`src/rtl/saPackPkg.sv`:
```
package saPackPkg;

  typedef enum logic [2:0] {
    PS_VFILL,
    PS_VDRAIN,
    PS_HSCAN,
    PS_HFLUSH,
    PS_HHAND
  } packState_e;

  // strobes from control to datapath
  typedef struct packed {
    logic wrEn;      // write one entry at the filling count
    logic wrFromTm;  // entry comes from transpose memory
    logic swap;      // exchange filling and offered buffers
    logic swapRow;   // the swapped-in vector is a row vector
  } packStrobe_t;

endpackage

```
`src/rtl/saPackDp.sv`:
```
module saPackDp
  import saPackPkg::*;
#(
  parameter int DATA_W = 12,
  parameter int BLK_N = 8,
  localparam int IDX_W = $clog2(BLK_N),
  localparam int CNT_W = $clog2(BLK_N + 1)
) (
  input  logic                    clk,
  input  logic                    rstN,
  input  packStrobe_t             st,
  input  logic [DATA_W-1:0]       pixData,
  input  logic [DATA_W-1:0]       tmData,
  input  logic                    vecReady,
  output logic [CNT_W-1:0]        fillCnt,
  output logic                    curValid,
  output logic [BLK_N*DATA_W-1:0] vecData,
  output logic [CNT_W-1:0]        vecLen,
  output logic                    vecIsRow
);

  logic [DATA_W-1:0] bufMem [2][BLK_N];
  logic [CNT_W-1:0]  cnt [2];
  logic              sel;
  logic              curSel;
  logic              curRow;
  logic [DATA_W-1:0] wrData;

  assign curSel  = ~sel;
  assign wrData  = st.wrFromTm ? tmData : pixData;
  assign fillCnt = cnt[sel];
  assign vecLen  = cnt[curSel];
  assign vecIsRow = curRow;

  always_ff @(posedge clk) begin
    if (st.wrEn) bufMem[sel][cnt[sel][IDX_W-1:0]] <= wrData;
  end

  always_ff @(posedge clk or negedge rstN) begin
    if (!rstN) begin
      sel      <= 1'b0;
      cnt[0]   <= '0;
      cnt[1]   <= '0;
      curValid <= 1'b0;
      curRow   <= 1'b0;
    end else begin
      if (st.wrEn) cnt[sel] <= cnt[sel] + 1'b1;
      if (st.swap) begin
        sel         <= curSel;
        cnt[curSel] <= '0;
        curValid    <= 1'b1;
        curRow      <= st.swapRow;
      end else if (curValid && vecReady) begin
        curValid <= 1'b0;
      end
    end
  end

  for (genvar k = 0; k < BLK_N; k++) begin : g_lane
    assign vecData[k*DATA_W +: DATA_W] =
      (CNT_W'(k) < vecLen) ? bufMem[curSel][k] : '0;
  end

  AST_WR_ROOM: assert property (@(posedge clk) disable iff (!rstN)
    st.wrEn |-> cnt[sel] != CNT_W'(BLK_N));
  AST_LEN_RANGE: assert property (@(posedge clk) disable iff (!rstN)
    curValid |-> (vecLen != '0 && vecLen <= CNT_W'(BLK_N)));
  AST_HOLD: assert property (@(posedge clk) disable iff (!rstN)
    (curValid && !vecReady) |=> (curValid && $stable(vecData) && $stable(vecLen) && $stable(vecIsRow)));
  AST_NO_WR_SWAP: assert property (@(posedge clk) disable iff (!rstN)
    st.swap |-> !st.wrEn);

endmodule

```
`src/rtl/saPackCtrl.sv`:
```
module saPackCtrl
  import saPackPkg::*;
#(
  parameter int BLK_N = 8,
  localparam int IDX_W = $clog2(BLK_N),
  localparam int CNT_W = $clog2(BLK_N + 1)
) (
  input  logic               clk,
  input  logic               rstN,
  input  logic               pixValid,
  input  logic               pixAlpha,
  input  logic [CNT_W-1:0]   fillCnt,
  input  logic               curValid,
  input  logic               vecReady,
  output logic               pixReady,
  output logic               tmRdEn,
  output logic [2*IDX_W-1:0] tmAddr,
  output packStrobe_t        st
);

  localparam logic [IDX_W-1:0] LAST = IDX_W'(BLK_N - 1);

  packState_e       state;
  logic [IDX_W-1:0] innerIdx;   // row in column pass, column in row pass
  logic [IDX_W-1:0] outerIdx;   // column in column pass, row in row pass
  logic             pendFull;
  logic             rdPend;
  logic [CNT_W-1:0] colLen [BLK_N];

  logic             accept, takeObj, colHit, firstLive, nextLive;
  logic [CNT_W-1:0] newCnt;

  assign pixReady = (state == PS_VFILL) && !pendFull;
  assign accept   = pixValid && pixReady;
  assign takeObj  = accept && pixAlpha;
  assign newCnt   = fillCnt + CNT_W'(takeObj);
  assign colHit   = int'(colLen[innerIdx]) > int'(outerIdx);
  assign tmRdEn   = (state == PS_HSCAN) && colHit;
  assign tmAddr   = {outerIdx, innerIdx};

  assign st.wrEn     = takeObj || rdPend;
  assign st.wrFromTm = rdPend;
  assign st.swap     = pendFull && (!curValid || vecReady);
  assign st.swapRow  = (state == PS_HHAND);

  always_comb begin
    firstLive = 1'b0;
    nextLive  = 1'b0;
    for (int c = 0; c < BLK_N; c++) begin
      if (colLen[c] != '0) firstLive = 1'b1;
      if (int'(colLen[c]) > int'(outerIdx) + 1) nextLive = 1'b1;
    end
  end

  always_ff @(posedge clk or negedge rstN) begin
    if (!rstN) begin
      state    <= PS_VFILL;
      innerIdx <= '0;
      outerIdx <= '0;
      pendFull <= 1'b0;
      rdPend   <= 1'b0;
      for (int c = 0; c < BLK_N; c++) colLen[c] <= '0;
    end else begin
      rdPend <= tmRdEn;
      if (st.swap) pendFull <= 1'b0;
      unique case (state)
        PS_VFILL: if (accept) begin
          if (innerIdx == LAST) begin
            innerIdx         <= '0;
            colLen[outerIdx] <= newCnt;
            if (newCnt != '0) pendFull <= 1'b1;
            if (outerIdx == LAST) begin
              outerIdx <= '0;
              state    <= PS_VDRAIN;
            end else begin
              outerIdx <= outerIdx + 1'b1;
            end
          end else begin
            innerIdx <= innerIdx + 1'b1;
          end
        end
        PS_VDRAIN: if (!pendFull && !curValid)
          state <= firstLive ? PS_HSCAN : PS_VFILL;
        PS_HSCAN: if (innerIdx == LAST) begin
          innerIdx <= '0;
          state    <= PS_HFLUSH;
        end else begin
          innerIdx <= innerIdx + 1'b1;
        end
        PS_HFLUSH: begin
          pendFull <= 1'b1;
          state    <= PS_HHAND;
        end
        PS_HHAND: if (st.swap) begin
          if (outerIdx == LAST || !nextLive) begin
            outerIdx <= '0;
            state    <= PS_VFILL;
          end else begin
            outerIdx <= outerIdx + 1'b1;
            state    <= PS_HSCAN;
          end
        end
        default: state <= PS_VFILL;
      endcase
    end
  end

  AST_RD_ROOM: assert property (@(posedge clk) disable iff (!rstN)
    tmRdEn |-> fillCnt < CNT_W'(BLK_N));
  AST_ROWS_AFTER_DRAIN: assert property (@(posedge clk) disable iff (!rstN)
    (state == PS_HSCAN && $past(state) == PS_VDRAIN) |-> !curValid);

endmodule

```
`src/rtl/saVecPack.sv`:
```
module saVecPack
  import saPackPkg::*;
#(
  parameter int DATA_W = 12,
  parameter int BLK_N = 8,
  localparam int IDX_W = $clog2(BLK_N),
  localparam int CNT_W = $clog2(BLK_N + 1)
) (
  input  logic                    clk,
  input  logic                    rstN,
  input  logic                    pixValid,
  output logic                    pixReady,
  input  logic [DATA_W-1:0]       pixData,
  input  logic                    pixAlpha,
  output logic                    tmRdEn,
  output logic [2*IDX_W-1:0]      tmAddr,
  input  logic [DATA_W-1:0]       tmData,
  output logic                    vecValid,
  input  logic                    vecReady,
  output logic [BLK_N*DATA_W-1:0] vecData,
  output logic [CNT_W-1:0]        vecLen,
  output logic                    vecIsRow
);

  packStrobe_t      st;
  logic [CNT_W-1:0] fillCnt;

  saPackCtrl #(.BLK_N(BLK_N)) u_ctrl (
    .clk(clk), .rstN(rstN), .pixValid(pixValid), .pixAlpha(pixAlpha),
    .fillCnt(fillCnt), .curValid(vecValid), .vecReady(vecReady),
    .pixReady(pixReady), .tmRdEn(tmRdEn), .tmAddr(tmAddr), .st(st)
  );

  saPackDp #(.DATA_W(DATA_W), .BLK_N(BLK_N)) u_dp (
    .clk(clk), .rstN(rstN), .st(st), .pixData(pixData), .tmData(tmData),
    .vecReady(vecReady), .fillCnt(fillCnt), .curValid(vecValid),
    .vecData(vecData), .vecLen(vecLen), .vecIsRow(vecIsRow)
  );

endmodule

```
`config.mk`:
```
export PLATFORM = sky130hd
export DESIGN_NAME = saVecPack
export DESIGN_NICKNAME = d
export VERILOG_FILES = /design/src/rtl/saPackPkg.sv /design/src/rtl/saPackDp.sv /design/src/rtl/saPackCtrl.sv /design/src/rtl/saVecPack.sv
export SDC_FILE = /design/constraint.sdc
export NUM_CORES = 1
export LEC_CHECK = 0
export BUFFER_PORTS_ARGS = -buffer_cell sky130_fd_sc_hd__clkbuf_2
export CORE_MARGIN = 10
export CORE_UTILIZATION = 63
export DETAILED_ROUTE_END_ITERATION = 8
export PLACE_DENSITY = 0.93
export SLEW_MARGIN = 20
export SYNTH_ARGS = -nofsm -noshare
export SYNTH_HDL_FRONTEND = slang
export SYNTH_SLANG_ARGS = --single-unit
```
`constraint.sdc`:
```
create_clock -name clk -period 5.8 [get_ports clk]
set_input_delay 0.29 -clock clk [delete_from_list [all_inputs] [get_ports clk]]
set_output_delay 0.29 -clock clk [all_outputs]
set_load 0.05 [all_outputs]
```
==> results.md, run 1 <==
* Status: finished clean
* Residual DRC at 0
* Max-Cap Viols at 0
* Crit Path Max Fanout at 28
* Type of element launching the critical path: flop
* Area grow syn2layout at 16.3%
* Post-route ant nets at 0
* Post-synthesis net count at around 860
* Proportion of layout cells with a drive suffix above 1 at 0.272
* Die Height at 153 µm
* Multi-input logic area at 0.00382 mm²
* Avg Inst Size Synth at 13.8 µm²
* Power per cell area at 580 mW/mm²
* Commonest non-fill, non-tap cell in the layout: edfxtp_1
* Yosys cell types at 55
* Post-Syn Instances at 807
* Initial antenna violation count at 0
* Global route total overflow at 0
* Worst hold path type: input pin to flop
* Fmax at between 0.2 and 0.25 GHz
* Via count at 7,427
* Row cnt at 48
* Clk pin slew, worst setup/hold paths at 70 ps
* Ys Warns at 0
* Final Util at 0.749
* Critical path required time at 5510 ps
* Top_reg_cell synth: edfxtp_1
* Setup TNS at 0 ps
* FF/Latch Area at 0.00712 mm²
* Dpl hpwl at roughly 18 mm
* Drt total wl at 27.8 mm
* Wire length per cell at about 23 µm
* Drt via density at 6.25
* Rel. slew slack at 0.247
* Reg2reg end: u_dp.bufMem[1][29]
* Final Hold Fails at 0
* Worst-Skew Late Latency at approximately 530 ps
* Final Cycle Share at 0.756
* Max-slew violations at 0
* Register area share after synthesis at 0.639
* Clock Sinks at 246
* Drt pass-1 iters at 5
* DP Cell Count at 1,143
* HP Start: vecReady
* Leak Pwr at 5.27 nW
* Vias in the first global route at 7,671
* Post-Layout Inst Area at 0.0130 mm²
* Non-Filler Instances at 1,188
* Synth top area share at 0.518
* Most frequent cells in the layout: 192 x edfxtp_1, 138 x clkbuf_2, 118 x nor2_1
* Post-synth EDFFs at 192
* RD Place Congestion at 0.931
* Flop2flop setup slack at 2080 ps
* Fillers at ~990
* Tot GR Track Use at 0.231
* Layout Skew at between 10 and 15 ps
* CTS H-tree lvls at 1
* Placeable core area at 0.0173 mm²
* Worst reg-to-reg path cell count at 5
* Root buffer cell: clkbuf_16
* Setup repair after global routing missed its margin: false
* # IOs at 139
* RR Startpoint: u_dp.sel
* Critical path class: flop to output port
* Setup repair bufs after CTS at 0
* Post-synth ARST share at 0.220
* Largest net degree at the start of global routing at 58
* Clk buf depth at 3
* Nets at approximately 1,000
* Post-cts resize count at 0
* DR iter-0 viols at 878
* Ant diodes at 0
* CTS tree: yes
* Crit. End Element: output port
* Die area at 0.0234 mm²
* Initial Utilization at 0.644
* Min Tclk post-route at 4380 ps
* Worst Tran Pin Value at 1120 ps
* Final setup violation count at 0
* Min-Delay Endpoint: u_dp.curValid
* Number of CTS-inserted buffers at 24
* Synth top area cells: edfxtp_1 52%, dfrtp_1 12%, mux2i_1 8.9%
* VDD IR max at 559 µV
* WP data arrival at 4090 ps
* Hold_ws at around 130 ps
* #FFs+latches synth at 246
* Worst Hold Path Cells at 3
* Cell taking the most area after synthesis: edfxtp_1
* Placed cell areas at 0.0120 mm²
* Die width at 153 µm
* First-pass GRT wire length at 43.9 mm
* Mapped Area at between 0.01 and 0.015 mm²
* Port Buffers at 138
## logic make-up after synthesis
family,synth area share
DFF,0.639
and+or+nand+nor,0.101
muxes,0.148
AOI/OAI and AO/OA,0.0435
buffers and inverters,0.0217
adders and majority gates,0.0303
xor gates and xnor gates,0.0173
## power by group
part	switching (mW)	internal, mW
sequential	0.223	2.05
clock	0.674	1.09
combinational	2.54	0.939
total	3.44	4.08
## registers in the layout, indices dropped and copies added, names as in the netlist
name / count
u_ctrl.pendFull: 1
u_dp.sel: 1
u_ctrl.state: 3
u_ctrl.colLen: 32
u_dp.vecIsRow: 1
u_ctrl.rdPend: 1
u_dp.bufMem: 192
u_ctrl.outerIdx: 3
u_ctrl.innerIdx: 3
u_dp.cnt: 8
u_dp.curValid: 1
## worst max path at each step
stage / endpoint / slack, ps / start / cells after the start
final: vecData[72] / 1420 / u_dp.sel / 7
after global routing: vecData[72] / 1250 / u_dp.sel / 7
after CTS: vecData[72] / 1510 / u_dp.sel / 7
after detailed placement: vecData[72] / 2160 / u_dp.sel / 7
after global placement: vecData[72] / 2300 / u_dp.sel / 7
after floorplan: u_ctrl.rdPend / 1430 / u_ctrl.innerIdx[0] / 9
## cell usage after synthesis, types with 3 or more instances
cell type	count
o21ai_0	19
nor2_1	121
clkbuf_1	11
and2_1	3
buf_1	3
nand4_1	5
xnor2_1	19
buf_2	19
a211oi_1	3
inv_1	15
and4_1	4
mux4_2	8
mux2_2	42
nand4b_1	5
nor3_1	6
dfrtp_1	54
nand2_1	43
edfxtp_1	192
o22ai_1	4
nor3_2	3
buf_4	3
o211ai_1	4
nor2b_1	3
ha_1	27
or3_1	3
nor4b_1	3
nand2b_1	9
a21boi_0	4
nor4_1	14
a21oi_1	16
a31oi_1	10
xor2_1	3
mux2i_1	99
## through the flow
stage          setup WS (ps)  power (mW)
6_report                1420        7.52
5_1_grt                 1250        7.82
4_1_cts                 1510        7.50
3_5_place_dp            2160        5.73
3_3_place_gp            2300        5.65
2_1_floorplan           1430        4.93
## repair_timing
item	4_1_cts	5_1_grt
hold endpoints to repair	54	0
endpoints found under the setup margin	0	0
hold buffers	1	0
## cell type report
| type | count | share of cell area |
|---|---|---|
| clock buffers | 26 | 0.0477 |
| clock inverters | 18 | 0.0220 |
| inverters | 16 | 0.00463 |
| multi-input cells | 508 | 0.295 |
| flip-flops and latches | 246 | 0.549 |
| well taps | 225 | 0.0217 |
| repair buffers | 149 | 0.0599 |
## critical path, stage by stage (launching register included)
cell      delay [ps]
dfrtp_4          680
nand2b_1         180
and2_1           430
inv_1            240
o21ai_1          920
o21bai_1         600
nor2_1           190
clkbuf_2         310
## per-layer routing
metal | vias up | global-route usage | share of wire
li1 | 3281 | - | -
met1 | 3628 | 0.292 | 0.38
met2 | 459 | 0.383 | 0.49
met3 | 59 | 0.0558 | 0.10
met4 | 0 | 0.0777 | 0.027
met5 | - | 0 | 0
No activity file was read; power rests on OpenSTA's default activity.
==> inputs of run 2 (changes only) <==
- CORE_UTILIZATION: 63 -> 58
- PLACE_DENSITY: 0.93 -> 0.87
- clock period: 5.8 -> 4.26 ns (I/O delays scaled with it)
==> results.md, run 2 (synthesis results as in run 1) <==
* Clock Sinks at 246 (unchanged)
* Reg2reg end: u_ctrl.colLen[10]
* First-pass GRT wire length at 42.0 mm (-4.2%)
* Type of element launching the critical path: flop
* Commonest non-fill, non-tap cell in the layout: edfxtp_1
* Drt pass-1 iters at 5 (unchanged)
* RR Startpoint: u_dp.sel
* HP Start: vecReady
* Tot GR Track Use at 0.216 (-0.0152)
* Placeable core area at 0.0188 mm² (+8.9%)
* Number of CTS-inserted buffers at 25 (+4.2%)
* Nets at 1,005 (+0.40%)
* Crit path largest cell delay at 840 ps (-80 ps)
* Comb pwr share at 0.466 (+0.003)
* Worst reg-to-reg path cell count at 7 (+2)
* # IOs at 139 (unchanged)
* Die area at 0.0252 mm² (+7.5%)
* Crit path buffers/inverters at 2 (unchanged)
* Internal power at 5.42 mW (+33%)
* Worst Hold Path Cells at 3 (unchanged)
* Clk pwr share at 0.223 (-0.011)
* Via count at 7,288 (-1.9%)
* Worst-Skew Late Latency at 520 ps (about the same)
* Non-Filler Instances at 1,228 (+3.4%)
* Leak Pwr at 5.26 nW (-0.19%)
* Dpl ws at 1020 ps (-1140 ps)
* Wire length per cell at 22.2 µm (-5.2%)
* Critical path class: flop to output port
* Critical path required time at 4050 ps (-1460 ps)
* Die width at 159 µm (+3.7%)
* Fmax at 0.254 GHz
* RD Place Congestion at 0.947 (+1.7%)
* Die Height at 159 µm (+3.7%)
* Vias in the first global route at 7,403 (-3.5%)
* Max-Cap Viols at 0 (unchanged)
* Max-slew violations at 0 (unchanged)
* Delay-heaviest family, CP: simple AND/OR/NAND/NOR gates
* Rel. slew slack at 0.258 (+0.0107)
* Drt via density at 5.93 (-5.1%)
* Critical-path cell list: nand2b_1 > and2_1 > inv_1 > or3_1 > nor2_1 > nor2_1 > clkbuf_2
* Setup repair bufs after CTS at 0 (unchanged)
* Flop2flop setup slack at 1050 ps (-1030 ps)
* Setup repair after global routing missed its margin: false
* Ant diodes at 0 (unchanged)
* Post-cts resize count at 0 (unchanged)
* Cell mode on critical path: nor2_1
* Clk buf depth at 3 (unchanged)
* Initial antenna violation count at 0 (unchanged)
* Row cnt at 50 (+4.2%)
* Worst hold path type: input pin to flop
* Status: finished clean
* Final Hold Fails at 0 (unchanged)
* Area grow syn2layout at 16.5% (about the same)
* Setup TNS at 0 ps (unchanged)
* Dpl hpwl at 18.4 mm (+2.6%)
* WP data arrival at 3730 ps (-360 ps)
* Post-route ant nets at 0 (unchanged)
* Hold-fix buffers at CTS at 1 (unchanged)
* Proportion of layout cells with a drive suffix above 1 at 0.274 (+0.00169)
* Global route total overflow at 0 (unchanged)
* Switch Pwr at 4.64 mW (+35%)
* Residual DRC at 0 (unchanged)
* DR iter-0 viols at 681 (-22%)
* Final setup margin at 316 ps (-1100 ps)
* Root buffer cell: clkbuf_16
* VDD IR max at 471 µV (-16%)
* Fillers at 1,223 (+24%)
* Port Buffers at 138 (unchanged)
* Initial Utilization at 0.592 (-0.0525)
* Min Tclk post-route at about 4000 ps
* Drt total wl at 27.2 mm (-2.0%)
* Clk pin slew, worst setup/hold paths at 60 ps (about the same)
* Largest net degree at the start of global routing at 55 (-5.2%)
* Layout Skew at 11.0 ps (-0.229 ps)
* Worst Tran Pin Value at 1110 ps (-12.7 ps)
* Flop pwr share at 0.311 (+0.008)
* Final setup violation count at 0 (unchanged)
* Power per cell area at 776 mW/mm² (+34%)
* Crit Path Max Fanout at 47 (+68%)
* DP Cell Count at 1,181 (+3.3%)
* CTS H-tree lvls at 1 (unchanged)
* Most frequent cells in the layout: 192 x edfxtp_1, 138 x clkbuf_2, 118 x nor2_1
* Switching Fraction at 0.461 (+0.00402)
* CTS tree: yes
* Largest register FFs at 192 (unchanged)
* Min-Delay Endpoint: u_dp.curValid
* Crit. End Element: output port
* Slowest library cell on the worst path: dfrtp_4
* Final Cycle Share at 0.926
[run 2: worst register-to-register path: cells and delay by family, from the launching register on]
kind	cells	cell delay (ps)
XOR/XNOR	1	680
adder cells (fa/ha/maj)	2	400
buffers and inverters	1	530
flip-flops	1	840
multiplexers	1	300
AND/OR/NAND/NOR	2	410
[run 2: cell type report]
| class | count | area [µm²] | area share |
|---|---|---|---|
| sequential | 246 | 7120 | 0.549 |
| multi-input combinational | 508 | 3820 | 0.295 |
| timing repair buffer | 152 | 798 | 0.0615 |
| clock buffer | 31 | 658 | 0.0507 |
| tap | 260 | 325 | 0.0251 |
| clock inverter | 15 | 190 | 0.0147 |
| inverter | 16 | 60.1 | 0.00463 |
[run 2: stage by stage]
stage	total power [mW]	hold slack (ps)	utilization	instance area, µm²
2_1_floorplan	6.71	-82.6	-	11100
3_3_place_gp	7.72	383	0.643	12100
3_5_place_dp	7.83	391	0.643	12100
4_1_cts	10.1	80.1	0.689	13000
5_1_grt	10.5	115	0.689	13000
6_report	10.1	87.7	0.689	13000
[run 2: how the worst max path moves through the flow]
stage	to	slack, ps	startpoint	depth (start not counted)
after floorplan	u_ctrl.rdPend	680	u_ctrl.innerIdx[0]	9
after global routing	vecData[11]	120	u_dp.sel	7
after CTS	vecData[11]	360	u_dp.sel	7
after detailed placement	vecData[5]	1020	u_dp.sel	7
final	vecData[11]	320	u_dp.sel	7
after global placement	vecData[1]	1150	u_dp.sel	7
[run 2: power groups by stage]
stage                     Combinational [mW]  Sequential, mW  Clock, mW
after floorplan                         3.66            3.06          0
after global placement                  4.56            3.16          0
after detailed placement                4.66            3.17          0
after CTS                               4.69            3.12       2.26
after global routing                    4.99            3.16       2.37
final                                   4.69            3.13       2.24
[run 2: routing by layer]
| metal | vias to the layer above | GRT usage | wire, µm |
|---|---|---|---|
| met5 | - | 0 | 0 |
| met1 | 3607 | 0.285 | 11200 |
| met2 | 347 | 0.358 | 13300 |
| met3 | 41 | 0.0386 | 2240 |
| met4 | 0 | 0.0626 | 533 |
| li1 | 3293 | - | - |
==> inputs of run 3 (changes only) <==
- ABC_AREA: not set -> 1
- SLEW_MARGIN: 20 -> not set
==> results.md, run 3 <==
* RR Startpoint: u_ctrl.state[1]
* Crit path launch: u_dp.sel
* Root buffer cell: clkbuf_16
* Clk buf depth at 3 (unchanged)
* Slowest library cell on the worst path: a21oi_1
* First-pass GRT wire length at 47.4 mm (+13%)
* Post-Syn Instances at 1,154 (+43%)
* Vias in the first global route at 8,731 (+18%)
* Drt total wl at 30.1 mm (+11%)
* # IOs at 139 (unchanged)
* Die area at 0.0254 mm² (+0.80%)
* Placeable core area at 0.0189 mm² (+0.33%)
* Wire length per cell at 19.2 µm (-13%)
* Row cnt at 50 (unchanged)
* FF/Latch Area at 0.00712 mm² (unchanged)
* Ant diodes at 0 (unchanged)
* Final Cycle Share at 0.904 (-0.0214)
* Nets at 1,345 (+34%)
* Layout Skew at 11.9 ps (+0.957 ps)
* Drt via density at 5.70 (-3.9%)
* Clk pin slew, worst setup/hold paths at 60 ps (about the same)
* WP data arrival at 3640 ps (-90 ps)
* Drt pass-1 iters at 5 (unchanged)
* Mapped Area at 0.0112 mm² (+0.92%)
* Flop2flop setup slack at 1200 ps (+150 ps)
* Global route total overflow at 0 (unchanged)
* Dpl hpwl at 20.0 mm (+8.6%)
* Post-route ant nets at 0 (unchanged)
* Yosys cell types at 33 (-40%)
* Cell mode on critical path: a21oi_1
* Fillers at 1,313 (+7.4%)
* Largest net degree at the start of global routing at 62 (+13%)
* RD Place Congestion at 0.941 (-0.62%)
* Crit Path Max Fanout at 61 (+30%)
* Hold-fix buffers at CTS at 2 (+1)
* Clock Sinks at 246 (unchanged)
* Fmax at 0.260 GHz (+2.4%)
* Synth top area cells: edfxtp_1 51%, nand2_1 13%, dfrtp_1 12%
* Post-cts resize count at 0 (unchanged)
* Ys Warns at 0 (unchanged)
* Max-slew violations at 0 (unchanged)
* Area grow syn2layout at 14.9%
* Max-Cap Viols at 0 (unchanged)
* Critical-path cell list: inv_2 > buf_4 > o21ai_1 > a21oi_1 > a21oi_1 > clkbuf_2
* Crit. End Element: output port
* Residual DRC at 0 (unchanged)
* Register area share after synthesis at 0.633 (-0.00583)
* Die width at 159 µm (+0.40%)
* Number of CTS-inserted buffers at 25 (unchanged)
* Cell taking the most area after synthesis: edfxtp_1
* Initial antenna violation count at 0 (unchanged)
* Tot GR Track Use at 0.229 (+0.0138)
* Synth top area share at 0.513 (-0.00472)
* Critical path class: flop to output port
* Top_reg_cell synth: edfxtp_1
* CP endpoint: vecData[35]
* Via count at 8,933 (+23%)
* Final setup violation count at 0 (unchanged)
* Worst Tran Pin Value at 1190 ps (+82.3 ps)
* Setup repair after global routing missed its margin: false
* Most frequent cells in the layout: 403 x nand2_1, 192 x edfxtp_1, 138 x clkbuf_2
* Most frequent cell after synthesis: nand2_1
* Multi-input logic area at 0.00354 mm² (-7.3%)
* Type of element launching the critical path: flop
* Setup TNS at 0 ps (unchanged)
* Min Tclk post-route at 3850 ps (-91.2 ps)
* Largest register FFs at 192 (unchanged)
* Worst reg-to-reg path cell count at 8 (+1)
* Setup repair bufs after CTS at 0 (unchanged)
* DR iter-0 viols at 1,080 (+59%)
* Post-synth ARST share at 0.220 (unchanged)
* Status: finished clean
* Initial Utilization at 0.595 (+0.00347)
* Post-synthesis net count at 1,210 (+40%)
* #FFs+latches synth at 246 (unchanged)
* Post-synth EDFFs at 192 (unchanged)
* Synth top cells by count: 403 x nand2_1, 192 x edfxtp_1, 109 x inv_1, 99 x a21oi_1, 86 x nor2_1
* Proportion of layout cells with a drive suffix above 1 at 0.152 (-0.121)
* Rel. slew slack at 0.205 (-0.0522)
* Reg2reg end: u_dp.bufMem[1][66]
* CTS tree: yes
* Port Buffers at 138 (unchanged)
* Worst hold path type: input pin to flop
* Die Height at 159 µm (+0.40%)
* Commonest non-fill, non-tap cell in the layout: nand2_1
* CTS H-tree lvls at 1 (unchanged)
* Worst-Skew Late Latency at 510 ps (about the same)
* Crit path largest cell delay at 980 ps (+140 ps)
* Avg Inst Size Synth at 9.74 µm² (-29%)
* Final Hold Fails at 0 (unchanged)
* Critical path required time at 4050 ps (about the same)
[run 3: cell types whose count changed in the layout (fill, tap and decap cells not counted), moves of 30 or more]
cell     before  now
nand2_1      43  403
mux2i_1      99    0
inv_1        15  109
a21oi_1      16   99
o21ai_0      19   64
nor2_1      118   86
mux2_2       42   12
nand3_1       2   32
[run 3: kinds of logic (layout without fill, tap and decap cells)]
| logic type | after synthesis | count (layout) | synth area share |
|---|---|---|---|
| AND/OR/NAND/NOR | 537 | 537 | 0.187 |
| flip-flops | 246 | 246 | 0.633 |
| AO/OA/AOI/OAI | 179 | 179 | 0.0831 |
| buffers and inverters | 150 | 302 | 0.0520 |
| adder cells (fa/ha/maj) | 27 | 27 | 0.0300 |
| multiplexers | 12 | 12 | 0.0120 |
| XOR/XNOR | 3 | 3 | 0.00301 |
[run 3: metal layers]
layer / up-vias / global-route usage / share of wire
met3: 89 / 0.0506 / 0.11
met5: - / 0 / 0
met4: 0 / 0.0708 / 0.028
met1: 4193 / 0.299 / 0.38
li1: 4090 / - / -
met2: 561 / 0.376 / 0.49
[run 3: worst max-delay path, delay by kind of cell (launching register included)]
| family | cells | cell delay, ps |
|---|---|---|
| buffers and inverters | 3 | 1040 |
| flip-flops | 1 | 730 |
| AO/OA/AOI/OAI | 3 | 1350 |
[run 3: how the worst min path moves through the flow]
stage                        start                  to  slack (ps)  cells after the start
final                     pixValid  u_ctrl.innerIdx[1]         160                      4
after global routing      pixValid  u_ctrl.innerIdx[0]         240                      4
after CTS                 pixValid  u_ctrl.innerIdx[1]         170                      4
after detailed placement      rstN  u_ctrl.innerIdx[0]         380                      2
after global placement        rstN  u_ctrl.innerIdx[0]         360                      2
after floorplan               rstN    u_ctrl.colLen[0]         -80                      0
[run 3: through the flow]
stage | cells | hold slack (ps) | utilization | setup slack [ps] | area (µm²)
2_1_floorplan | 1154 | -82.6 | - | 1270 | 11200
3_3_place_gp | 1520 | 365 | 0.643 | 1210 | 12100
3_5_place_dp | 1520 | 376 | 0.643 | 1060 | 12100
4_1_cts | 1566 | 166 | 0.684 | 381 | 12900
5_1_grt | 1566 | 236 | 0.684 | 176 | 12900
6_report | 1566 | 165 | 0.684 | 407 | 12900
[run 3: final cells by class]
class / count / share of cell area
tap: 260 / 0.0252
clock buffer: 39 / 0.0548
multi-input combinational: 758 / 0.274
inverter: 111 / 0.0322
timing repair buffer: 147 / 0.0591
sequential: 246 / 0.551
clock inverter: 5 / 0.00368
Power of run 3 is left out: the tool's default activity adds up to more than one toggle a clock period on the data nets, which glitch-free logic cannot reach.
